===== config.mk =====
export PLATFORM = sky130hd
export DESIGN_NAME = sup_reset_ctrl
export DESIGN_NICKNAME = d
export VERILOG_FILES = /design/src/rtl/sup_pkg.sv /design/src/rtl/sup_bus_sync.sv /design/src/rtl/sup_wdog.sv /design/src/rtl/sup_hold.sv /design/src/rtl/sup_reset_ctrl.sv
export SDC_FILE = /design/constraint.sdc
export NUM_CORES = 1
export LEC_CHECK = 0
export ABC_AREA = 1
export ABC_CLOCK_PERIOD_IN_PS = 3900
export BUFFER_PORTS_ARGS = -buffer_cell sky130_fd_sc_hd__buf_2
export CORE_MARGIN = 2
export CORE_UTILIZATION = 68
export DETAILED_ROUTE_END_ITERATION = 8
export PLACE_DENSITY = 0.92
export SLEW_MARGIN = 20
export SYNTH_ARGS = -nofsm -noshare
export SYNTH_HDL_FRONTEND = slang
export SYNTH_SLANG_ARGS = --single-unit

===== constraint.sdc =====
create_clock -name clk -period 3.9 [get_ports clk]
set_clock_uncertainty 0.2 [all_clocks]
set_input_delay 0.195 -clock clk [delete_from_list [all_inputs] [get_ports clk]]
set_output_delay 0.195 -clock clk [all_outputs]
set_load 0.01 [all_outputs]

===== src/rtl/sup_pkg.sv =====
package sup_pkg;

    typedef struct packed {
        logic scl;
        logic sda;
    } bus_t;

    localparam bus_t BUS_IDLE = '{scl: 1'b1, sda: 1'b1};

    function automatic int unsigned ms_to_cyc(input int unsigned ms, input int unsigned cpm);
        return ms * cpm;
    endfunction

    function automatic int unsigned max4(input int unsigned a, input int unsigned b,
                                         input int unsigned c, input int unsigned d);
        int unsigned m;
        m = a;
        if (b > m) m = b;
        if (c > m) m = c;
        if (d > m) m = d;
        return m;
    endfunction

endpackage


===== src/rtl/sup_bus_sync.sv =====
module sup_bus_sync
    import sup_pkg::*;
(
    input  logic clk,
    input  logic rst,
    input  logic scl,
    input  logic sda,
    output logic kick
);
    bus_t stage1, stage2;
    logic sda_prev;

    always_ff @(posedge clk) begin
        if (rst) begin
            stage1   <= BUS_IDLE;
            stage2   <= BUS_IDLE;
            sda_prev <= 1'b1;
        end else begin
            stage1   <= '{scl: scl, sda: sda};
            stage2   <= stage1;
            sda_prev <= stage2.sda;
        end
    end

    // start condition: data line fell while clock line high
    assign kick = stage2.scl & sda_prev & ~stage2.sda;

endmodule


===== src/rtl/sup_wdog.sv =====
module sup_wdog #(
    parameter int unsigned LIM0 = 8,
    parameter int unsigned LIM1 = 16,
    parameter int unsigned LIM2 = 24,
    parameter int unsigned LIM3 = 36,
    localparam int unsigned MAXLIM = sup_pkg::max4(LIM0, LIM1, LIM2, LIM3),
    localparam int CW = $clog2(MAXLIM + 1)
) (
    input  logic       clk,
    input  logic       rst,
    input  logic       wd_en,
    input  logic [1:0] wd_sel,
    input  logic       out_high,
    input  logic       kick,
    output logic       fire
);
    logic [CW-1:0] cnt;
    logic [CW-1:0] last;
    logic          run;

    always_comb begin
        unique case (wd_sel)
            2'd0:    last = CW'(LIM0 - 1);
            2'd1:    last = CW'(LIM1 - 1);
            2'd2:    last = CW'(LIM2 - 1);
            default: last = CW'(LIM3 - 1);
        endcase
    end

    assign run  = wd_en & out_high;
    assign fire = run & ~kick & (cnt >= last);

    always_ff @(posedge clk) begin
        if (rst || !run || kick || fire) cnt <= '0;
        else                             cnt <= cnt + 1'b1;
    end

    a_r4_kick_clears: assert property (@(posedge clk) disable iff (rst)
        kick |=> cnt == '0);
    a_r8_disabled_idle: assert property (@(posedge clk) disable iff (rst)
        !wd_en |=> cnt == '0);
    a_r9_count_bound: assert property (@(posedge clk) disable iff (rst)
        cnt < CW'(MAXLIM));

endmodule


===== src/rtl/sup_hold.sv =====
module sup_hold #(
    parameter int unsigned HOLD_CYC = 12,
    localparam int HW = $clog2(HOLD_CYC + 1)
) (
    input  logic clk,
    input  logic rst,
    input  logic supply_ok,
    input  logic fire,
    output logic out_high
);
    logic [HW-1:0] hc;

    always_ff @(posedge clk) begin
        if (rst || !supply_ok || fire) begin
            out_high <= 1'b0;
            hc       <= '0;
        end else if (!out_high) begin
            if (hc == HW'(HOLD_CYC - 1)) begin
                out_high <= 1'b1;
                hc       <= '0;
            end else begin
                hc <= hc + 1'b1;
            end
        end
    end

    a_r2_low_supply: assert property (@(posedge clk) disable iff (rst)
        !supply_ok |=> !out_high);
    a_r3_release_clean: assert property (@(posedge clk) disable iff (rst)
        $rose(out_high) |-> $past(supply_ok) && !$past(fire));

endmodule


===== src/rtl/sup_reset_ctrl.sv =====
module sup_reset_ctrl
    import sup_pkg::*;
#(
    parameter int unsigned CYC_PER_MS = 100000,
    parameter int unsigned HOLD_MS    = 200,
    parameter int unsigned WD_MS0     = 25,
    parameter int unsigned WD_MS1     = 200,
    parameter int unsigned WD_MS2     = 1400,
    parameter int unsigned WD_MS3     = 5000
) (
    input  logic       clk,
    input  logic       rst,
    input  logic       supply_ok,
    input  logic       scl,
    input  logic       sda,
    input  logic       wd_en,
    input  logic [1:0] wd_sel,
    output logic       cpu_rst_n
);
    localparam int unsigned HOLD_CYC = ms_to_cyc(HOLD_MS, CYC_PER_MS);

    logic kick, fire;

    sup_bus_sync u_sync (
        .clk (clk),
        .rst (rst),
        .scl (scl),
        .sda (sda),
        .kick(kick)
    );

    sup_wdog #(
        .LIM0(ms_to_cyc(WD_MS0, CYC_PER_MS)),
        .LIM1(ms_to_cyc(WD_MS1, CYC_PER_MS)),
        .LIM2(ms_to_cyc(WD_MS2, CYC_PER_MS)),
        .LIM3(ms_to_cyc(WD_MS3, CYC_PER_MS))
    ) u_wdog (
        .clk     (clk),
        .rst     (rst),
        .wd_en   (wd_en),
        .wd_sel  (wd_sel),
        .out_high(cpu_rst_n),
        .kick    (kick),
        .fire    (fire)
    );

    sup_hold #(.HOLD_CYC(HOLD_CYC)) u_hold (
        .clk      (clk),
        .rst      (rst),
        .supply_ok(supply_ok),
        .fire     (fire),
        .out_high (cpu_rst_n)
    );

    // with a good supply, a falling output needs an enabled watchdog
    a_r8_wd_needs_en: assert property (@(posedge clk) disable iff (rst)
        $fell(cpu_rst_n) && $past(supply_ok) |-> $past(wd_en));

endmodule


=== Word level (Yosys, flattened, before mapping) ===
Index checks and enable logic that the tools add are counted.
Widths: inputs -> output; s select.

* Bitwise operators: 7
* Reduce and logical (&&, ||, !) cells: 8
* Add/subtract/negate cells: 2
* Equal/unequal tests: 3
* Magnitude comparators: 1
* Muxes and demuxes: 4

{| class="wikitable"
|+ Operator list
! operator !! count
|-
| $pmux 29 s3 || 1
|-
| $add 29x1->29 const B || 1
|-
| $ge 29x29->1 || 1
|-
| $add 25x1->25 const B || 1
|-
| $eq 25x25->1 const B || 1
|-
| $mux 25 || 1
|-
| $and 1x1->1 || 5
|-
| $logic_or 1x1->1 || 5
|-
| $eq 2x1->1 const B || 1
|-
| $eq 2x2->1 const B || 1
|-
| $logic_not 1->1 || 2
|-
| $logic_not 2->1 || 1
|-
| $mux 1 || 2
|-
| $not 1->1 || 2
|}

* Input bits: 8
* Bits in registers: 60
* Output and inout port bits: 1

=== Longest topological paths before layout ===
Gate-level depths: netlist (run 1).

* Word-level depth: 6
* Mapped depth: 17

=== Cells and area by module ===
A second synthesis (run 1) with hierarchy kept.

* Cell total of the unflattened synthesis: 619
* Area, all modules: 4112.7 µm²

{| class="wikitable"
|+ By module, submodules not included
! module !! instances !! cells an instance !! seq. area each (µm²) !! area an instance (µm²)
|-
| sup_wdog || 1 || 363 || 580.6 || 2411.1
|-
| sup_hold || 1 || 244 || 520.5 || 1562.7
|-
| sup_bus_sync || 1 || 12 || 100.1 || 138.9
|}

=== Least setup slack after synthesis (run 1) ===
No wires, ideal clock.

* Path type: in2reg
* Start point: input wd_sel[0]
* End point: register u_wdog.cnt[20]
* Setup time: 0.117 ns
* Stages on the path: 17
* Buffers on the path: 2
* Path slack: 1.721 ns
* Arrival: 1.863 ns
* Cell sequence: inv_1 > ha_1 > inv_1 > ha_1 > nand2_1 > nor2_1 > nand2_1 > nor2_1 > nand2_1 > nand4_1 > nand2_1 > nand3_1 > nand2_2 > nand2_1 > buf_6 > buf_8 > nor2_2

* Longest elaborated chain between the ends: 5
* Elaborated cells between the ends (all ways): 7
* Classes of those cells: order compare: 1; eq/ne: 2; mux: 1; bitwise: 1; reduce/logical: 2

{| class="wikitable"
|+ RTL lines
! item !! RTL line !! source
|-
| from (decl) || sup_reset_ctrl.sv:17 || <nowiki>input logic [1:0] wd_sel,</nowiki>
|-
| $eq 2x2->1 (tied with other cells) || sup_wdog.sv:22 || <nowiki>unique case (wd_sel)</nowiki>
|-
| $pmux 29 s3 (*) || sup_wdog.sv:22 ||
|-
| $ge 29x29->1 (*) || sup_wdog.sv:31 || <nowiki>assign fire = run & ~kick & (cnt >= last);</nowiki>
|-
| $and 1x1->1 (*) || sup_wdog.sv:31 ||
|-
| $logic_or 1x1->1 (*) || sup_wdog.sv:34 || <nowiki>if (rst || !run || kick || fire) cnt <= '0;</nowiki>
|-
| to (signal assigned) || sup_wdog.sv:35 || <nowiki>else cnt <= cnt + 1'b1;</nowiki>
|-
| to (decl) || sup_wdog.sv:17 || <nowiki>logic [CW-1:0] cnt;</nowiki>
|}

Every way passes the cells marked *; elsewhere a longest branch is shown, timed or not.
A chain may end at the register's enable or synchronous reset.

=== Worst setup path in the final report (run 1) ===
* Start point: register u_hold.hc[1]
* End point: register u_hold.hc[11]

* Longest elaborated chain between the ends: 2
* Elaborated cells between the ends (all ways): 3
* Classes of those cells: add/sub: 1; eq/ne: 1; mux: 1

{| class="wikitable"
|+ RTL lines
! item !! RTL line !! source
|-
| from (decl) || sup_hold.sv:11 || <nowiki>logic [HW-1:0] hc;</nowiki>
|-
| from (signal assigned) || sup_hold.sv:22 || <nowiki>hc <= hc + 1'b1;</nowiki>
|-
| $add 25x1->25 / $eq 25x25->1 (equally long branches) || sup_hold.sv:22, sup_hold.sv:18 ||
|-
| $mux 25 (*) || sup_hold.sv:18 || <nowiki>if (hc == HW'(HOLD_CYC - 1)) begin</nowiki>
|}

Marks and branches as above.

==> results of run 1 <==
[metal layers]
layer  GRT usage, %  share of wire [%]  up-vias
met2           56.6                 45      220
met1           47.1                 43     1869
met5              0                  0        -
li1               -                  -     1944
met4           15.1                2.5        0
met3           7.19                9.3       35
[flip-flops by register name, indices dropped and copies added, names as in the netlist]
name             cells
u_sync.stage2        2
u_sync.sda_prev      1
u_wdog.cnt          29
u_hold.hc           25
u_sync.stage1        2
u_hold.out_high      1
[where the power goes]
part	switching [uW]	internal (uW)
clock	279	298
combinational	41.3	23.9
sequential	2.25	615
total	322	937
[area by class of cell]
| class | instances | area [um2] |
|---|---|---|
| Clock buffer | 9 | 124 |
| Clock inverter | 7 | 75.1 |
| Fill cell | 401 | 1290 |
| Inverter | 88 | 330 |
| Multi-Input combinational cell | 451 | 2360 |
| Sequential cell | 60 | 1200 |
| Tap cell | 72 | 90.1 |
| Timing Repair Buffer | 15 | 105 |
[cell usage after synthesis, types with 5 or more instances]
library cell / count / area (um2)
a21oi_1: 6 / 30.0
dfxtp_1: 60 / 1200
ha_1: 24 / 300
inv_1: 84 / 315
nand2_1: 147 / 552
nand3_1: 45 / 225
nand4_1: 19 / 119
nor2_1: 107 / 402
nor2_2: 14 / 87.6
nor3_1: 19 / 95.1
nor4_1: 6 / 37.5
o21ai_0: 5 / 25.0
or2_2: 7 / 43.8
xnor2_1: 10 / 87.6
xor2_1: 24 / 210
[worst paths after layout]
kind / startpoint / cells past startpoint / to / slack [ns]
max: u_hold.hc[1] / 8 / u_hold.hc[11] / 1.46
min: u_sync.stage1[0] / 1 / u_sync.stage2[0] / 0.22
max reg2reg: u_hold.hc[1] / 8 / u_hold.hc[11] / 1.46
min reg2reg: u_sync.stage1[0] / 1 / u_sync.stage2[0] / 0.22
[worst register-to-register path: cells and delay by family, from the launching register on]
family,cells,cell delay (ns)
compound gates,1,0.26
fa+ha+maj,1,0.26
buf+inv,2,0.22
flops,1,0.44
simple gates,4,0.92
[logic make-up after synthesis]
group / count (synthesis)
AO/OA/AOI/OAI: 17
XOR/XNOR: 34
adder cells (fa/ha/maj): 24
buffers and inverters: 96
flip-flops: 60
multiplexers: 1
AND/OR/NAND/NOR: 375
[repair_timing]
action                    CTS  global route
hold endpoints to repair    5             0
hold buffers                5             0
resized for setup           0             0
buffers inserted            0             0
[stage by stage]
step | cell area (um2) | instances | worst slack (ns) | hold slack, ns | util, %
after floorplan | 3950 | 607 | 1.72 | 0.0988 | -
after global placement | 4040 | 681 | 1.32 | 0.181 | 72.5
after detailed placement | 4040 | 681 | 1.21 | 0.182 | 72.5
after CTS | 4290 | 702 | 1.55 | 0.221 | 76.9
after global routing | 4290 | 702 | 1.28 | 0.229 | 76.9
final | 4290 | 702 | 1.46 | 0.220 | 76.9
==> summary.txt, run 1 <==
Worst setup path
  – CP delay by family, top: simple AND/OR/NAND/NOR gates
  – Max incr delay on CP: 0.44 ns
  – Crit-path cells: ha_1, inv_1, nor3_1, nand2_1, inv_1, nand4_1, o211ai_1, nor2_1
  – Critical path required time: 3.92 ns
  – CP endpoint kind: flip-flop
  – CP dominant cell by count: inv_1
  – Worst Path Buf+Inv: 2
  – Arr. time, crit path: 2.46 ns
  – Largest fanout on the critical path: 8
  – Setup Crit Path Kind: flip-flop to flip-flop
  – Slowest cell on the critical path: dfxtp_1
  – Startpoint Class: flip-flop

STA
  – Max-slew violations: 0
  – Slew headroom: 60.4%
  – Maximum clock rate: 410 MHz
  – Total negative slack: 0 ns
  – RSZ-0062 raised after global routing: no
  – Period utilization: 62.5%
  – Worst slew pin tran: 0.589 ns
  – Final setup viols: 0
  – Fin. Hold Viols: 0
  – Crit path time final: 2.44 ns

Route
  – # DRC: 0
  – DR pass1 iterations: 5
  – WL/cell: 15.1 um
  – Post-DRT Antenna Nets: 0
  – Iter 0 DRT Violations: 441
  – Vias: 4068
  – Routed WL: 10.6 mm
  – Vias/cell: 5.79

Synth
  – Post-Synth Simple-Gate Area: 41.8%
  – Synth async-reset ratio: 0%
  – Synth Area in Compound Gates: 2.53%
  – Syn Area/Cell: 6.51 um2
  – Seq/Total Area, Yosys: 30.4%
  – Top FF cell, synth: dfxtp_1
  – Synth Area in XOR/XNOR: 7.53%
  – Synth warn: 0
  – Netlist cell types: 36
  – Largest family of logic cells by synthesized area: simple AND/OR/NAND/NOR gates
  – Mux cell area share after synthesis: 0.253%
  – Syn Nets: 639
  – Synth Cell Area: 0.00395 mm2
  – Post-synth EDFFs: 0
  – Adder-cell share of the synthesized area: 7.60%
  – Cell count after synthesis: 607
  – Yosys reg bits: 60

GRT
  – Vias in the first global route: 3829
  – GRT Util Overall: 35.7%
  – First-pass GRT wire length: 17.7 mm
  – Largest net degree at the start of global routing: 30
  – Antenna violations before repair: 0
  – Gr ovfl total: 0

Floorplanning
  – Row count: 27
  – Die height: 80.2 um
  – Total Die Area: 0.00644 mm2
  – Top-level I/O count: 9
  – CORE AREA: 0.00557 mm2
  – Starting Density: 70.9%
  – Die Wd: 80.2 um

Power and ir drop
  – LEAKAGE: 0.00169 uW
  – Pwr dens: 294 mW/mm2
  – Total power: 1260 uW
  – Worst vdd ir: 0.000301 V

Clock network
  – Root Driver: clkbuf_8
  – CTS Buf Count: 9
  – Clk buf depth: 2
  – Clock Sinks: 60
  – H-tree levels: 3
  – Clock Latency Late Sink: 0.36 ns
  – CTS clk-pin slew, worst paths: 0.08 ns
  – CTS tree: done

Job
  – Number of max-cap violations: 0

Placement
  – Placer Congestion: 1.00
  – Port buffer count: 8
  – Detailed Place HPWL: 7.28 mm

Finish
  – P&R area growth vs syn: 8.48%
  – Commonest non-fill, non-tap cell in the layout: nand2_1
  – Antenna diode count: 0
  – Post-layout nets: 657
  – Commonest cells after routing, fill and taps aside: 147 x nand2_1, 107 x nor2_1, 84 x inv_1, 60 x dfxtp_1, 45 x nand3_1
  – Share of layout cells above drive strength 1: 9.21%

Min path
  – Hold crit path type: flip-flop to flip-flop

Outcome
  – Status: finished, final reports clean
(Power assumes the default switching activity.)
==> run 2: changes to the inputs <==
ABC_CLOCK_PERIOD_IN_PS = 2500   (was 3900)
CORE_UTILIZATION = 63   (was 68)
PLACE_DENSITY = 0.86   (was 0.92)
clock period = 2.5 ns   (was 3.9 ns; I/O delays follow)
==> run 2 against run 1 <==
Compared with the run above: worst hold slack worse by 0.061 ns; cell area rose by 1.9%; core utilization shrank 4.0 points; worst setup slack worse by 1.2 ns; largest cell class unchanged; highest routed layer unchanged; register-to-register slack lost 1.2 ns; wire length shrank 6.2%; die area increased by 7.5%; first-iteration DRC count decreased by 17%; sequential share of layout area shrank 0.53 points; largest power group is now the clock network; clock power is 71% higher; via count decreased by 3.4%; critical endpoint unchanged.
==> summary.txt, run 2 (synthesis results as in run 1) <==
GRT
  – Largest net degree at the start of global routing: 27 (-10%)
  – GRT Util Overall: 29.9% (-5.7 points)
  – Vias in the first global route: 3661 (-4.4%)
  – Antenna violations before repair: 0 (unchanged)
  – First-pass GRT wire length: 16.8 mm (-4.7%)
  – Gr ovfl total: 0 (unchanged)

Worst setup path
  – R2R setup slack: 0.25 ns (-1.22 ns)
  – Setup Crit Path Kind: flip-flop to flip-flop
  – CP endpoint kind: flip-flop
  – Crit path launch: u_hold.hc[0]
  – Arr. time, crit path: 2.29 ns (-0.17 ns)
  – Largest fanout on the critical path: 8 (unchanged)
  – Worst R2R End: u_hold.hc[11]
  – Critical path required time: 2.54 ns (-1.38 ns)
  – Startpoint Class: flip-flop
  – Crit Reg-Reg Startpoint: u_hold.hc[0]
  – FF-to-FF path depth: 8 (unchanged)

Min path
  – Hold crit path type: primary input to flip-flop
  – Min-Delay Startpoint: supply_ok
  – Sink of the worst hold path: u_hold.hc[16]
  – Hold depth: 6 (+5)

Power and ir drop
  – Total power: 2050 uW (+63%)
  – Pwr dens: 469 mW/mm2 (+60%)
  – LEAKAGE: 0.00173 uW (+2.2%)
  – Worst vdd ir: 0.000477 V (+58%)

Finish
  – Commonest non-fill, non-tap cell in the layout: nand2_1
  – Post-layout nets: 661 (+0.61%)
  – Post-Layout Cell Count: 709 (+1.0%)
  – Largest register by flop count: u_wdog.cnt
  – Share of layout cells above drive strength 1: 9.78% (+0.57 points)
  – Commonest cells after routing, fill and taps aside: 147 x nand2_1, 107 x nor2_1, 84 x inv_1, 60 x dfxtp_1, 45 x nand3_1
  – Fin util: 73.0% (-4.0 points)
  – Fin area: 0.00437 mm2 (+1.9%)
  – Max FFs per register: 29 (unchanged)
  – Antenna diode count: 0 (unchanged)
  – P&R area growth vs syn: 10.6%
  – Biggest regs: u_wdog.cnt: 29 flops, u_hold.hc: 25 flops

Clock network
  – CTS Buf Count: 9 (unchanged)
  – CTS tree: done
  – Clock Sinks: 60 (unchanged)
  – Clock Latency Late Sink: 0.35 ns (about the same)
  – Clk buf depth: 2 (unchanged)
  – CTS clk-pin slew, worst paths: 0.08 ns (about the same)
  – H-tree levels: 3 (unchanged)
  – Post-CTS sizing: 0 (unchanged)
  – Root Driver: clkbuf_8
  – Postcts setup bufs: 0 (unchanged)
  – Hold Buf Count CTS: 5 (unchanged)

Route
  – Vias/cell: 5.54 (-4.4%)
  – Vias: 3929 (-3.4%)
  – WL/cell: 14.1 um (-7.1%)
  – Routed WL: 9.97 mm (-6.2%)
  – DR pass1 iterations: 5 (unchanged)
  – Post-DRT Antenna Nets: 0 (unchanged)
  – # DRC: 0 (unchanged)
  – Iter 0 DRT Violations: 364 (-17%)

STA
  – Maximum clock rate: 444 MHz (+8.1%)
  – Crit path time final: 2.25 ns (-0.184 ns)
  – Total negative slack: 0 ns (unchanged)
  – Final setup viols: 0 (unchanged)
  – Period utilization: 90.2% (+28 points)
  – Worst slew pin tran: 0.514 ns (-0.0747 ns)
  – Fin. Hold Viols: 0 (unchanged)
  – RSZ-0062 raised after global routing: no
  – Slew headroom: 65.4% (+5.0 points)
  – Max-slew violations: 0 (unchanged)

Placement
  – Port buffer count: 8 (unchanged)
  – Placed Area: 0.00410 mm2 (+1.5%)
  – Detailed Place HPWL: 7.36 mm (+1.2%)
  – Placer Congestion: 0.977 (-2.8%)
  – Placed insts: 688 (+1.0%)

Floorplanning
  – Starting Density: 66.0% (-4.9 points)
  – Total Die Area: 0.00692 mm2 (+7.5%)
  – Die height: 83.2 um (+3.7%)
  – CORE AREA: 0.00599 mm2 (+7.5%)
  – Row count: 28 (+3.7%)
  – Die Wd: 83.2 um (+3.7%)
  – Top-level I/O count: 9 (unchanged)

Job
  – Number of max-cap violations: 0 (unchanged)

Outcome
  – Status: finished, final reports clean
-- run 2: worst max path at each step --
stage / slack [ns] / cells past startpoint / endpoint
2_1_floorplan: 0.39 / 17 / u_wdog.cnt[20]
3_3_place_gp: 0.09 / 17 / u_wdog.cnt[15]
3_5_place_dp: 0.04 / 17 / u_wdog.cnt[6]
4_1_cts: 0.32 / 8 / u_hold.hc[11]
5_1_grt: 0.16 / 13 / u_wdog.cnt[1]
6_report: 0.25 / 8 / u_hold.hc[11]
-- run 2: critical path, stage by stage, from the launching register on --
cell and delay (ns):
dfxtp_1 0.37, ha_1 0.18, inv_1 0.09, nor3_1 0.36, nand2_1 0.18, inv_1 0.11
nand4_1 0.35, o211ai_1 0.24, nor2_1 0.06
-- run 2: final cells by class --
| class | count | area [um2] |
|---|---|---|
| fill | 475 | 1620 |
| tap | 75 | 93.8 |
| multi-input combinational | 451 | 2360 |
| inverter | 88 | 330 |
| clock buffer | 9 | 124 |
| timing repair buffer | 19 | 160 |
| clock inverter | 7 | 98.8 |
| sequential | 60 | 1200 |
-- run 2: through the flow --
stage               hold slack [ns]  setup slack, ns
floorplan                    0.0288            0.391
global placement              0.111           0.0859
detailed placement            0.111           0.0412
CTS                           0.155            0.323
global route                  0.156            0.161
finish                        0.159            0.246
-- run 2: layer usage --
layer  track usage, %  share of wire (%)
met4             9.24                1.4
met2             48.4                 45
met3             7.06                8.2
met1             39.6                 45
met5                0                  0
-- run 2: where the power goes --
group	total (uW)	leakage [uW]	internal [uW]	switching [uW]
combinational	102	0.00113	40.9	61.1
sequential	963	0.000484	960	2.74
clock	986	0.000110	566	421
total	2050	0.00173	1570	485
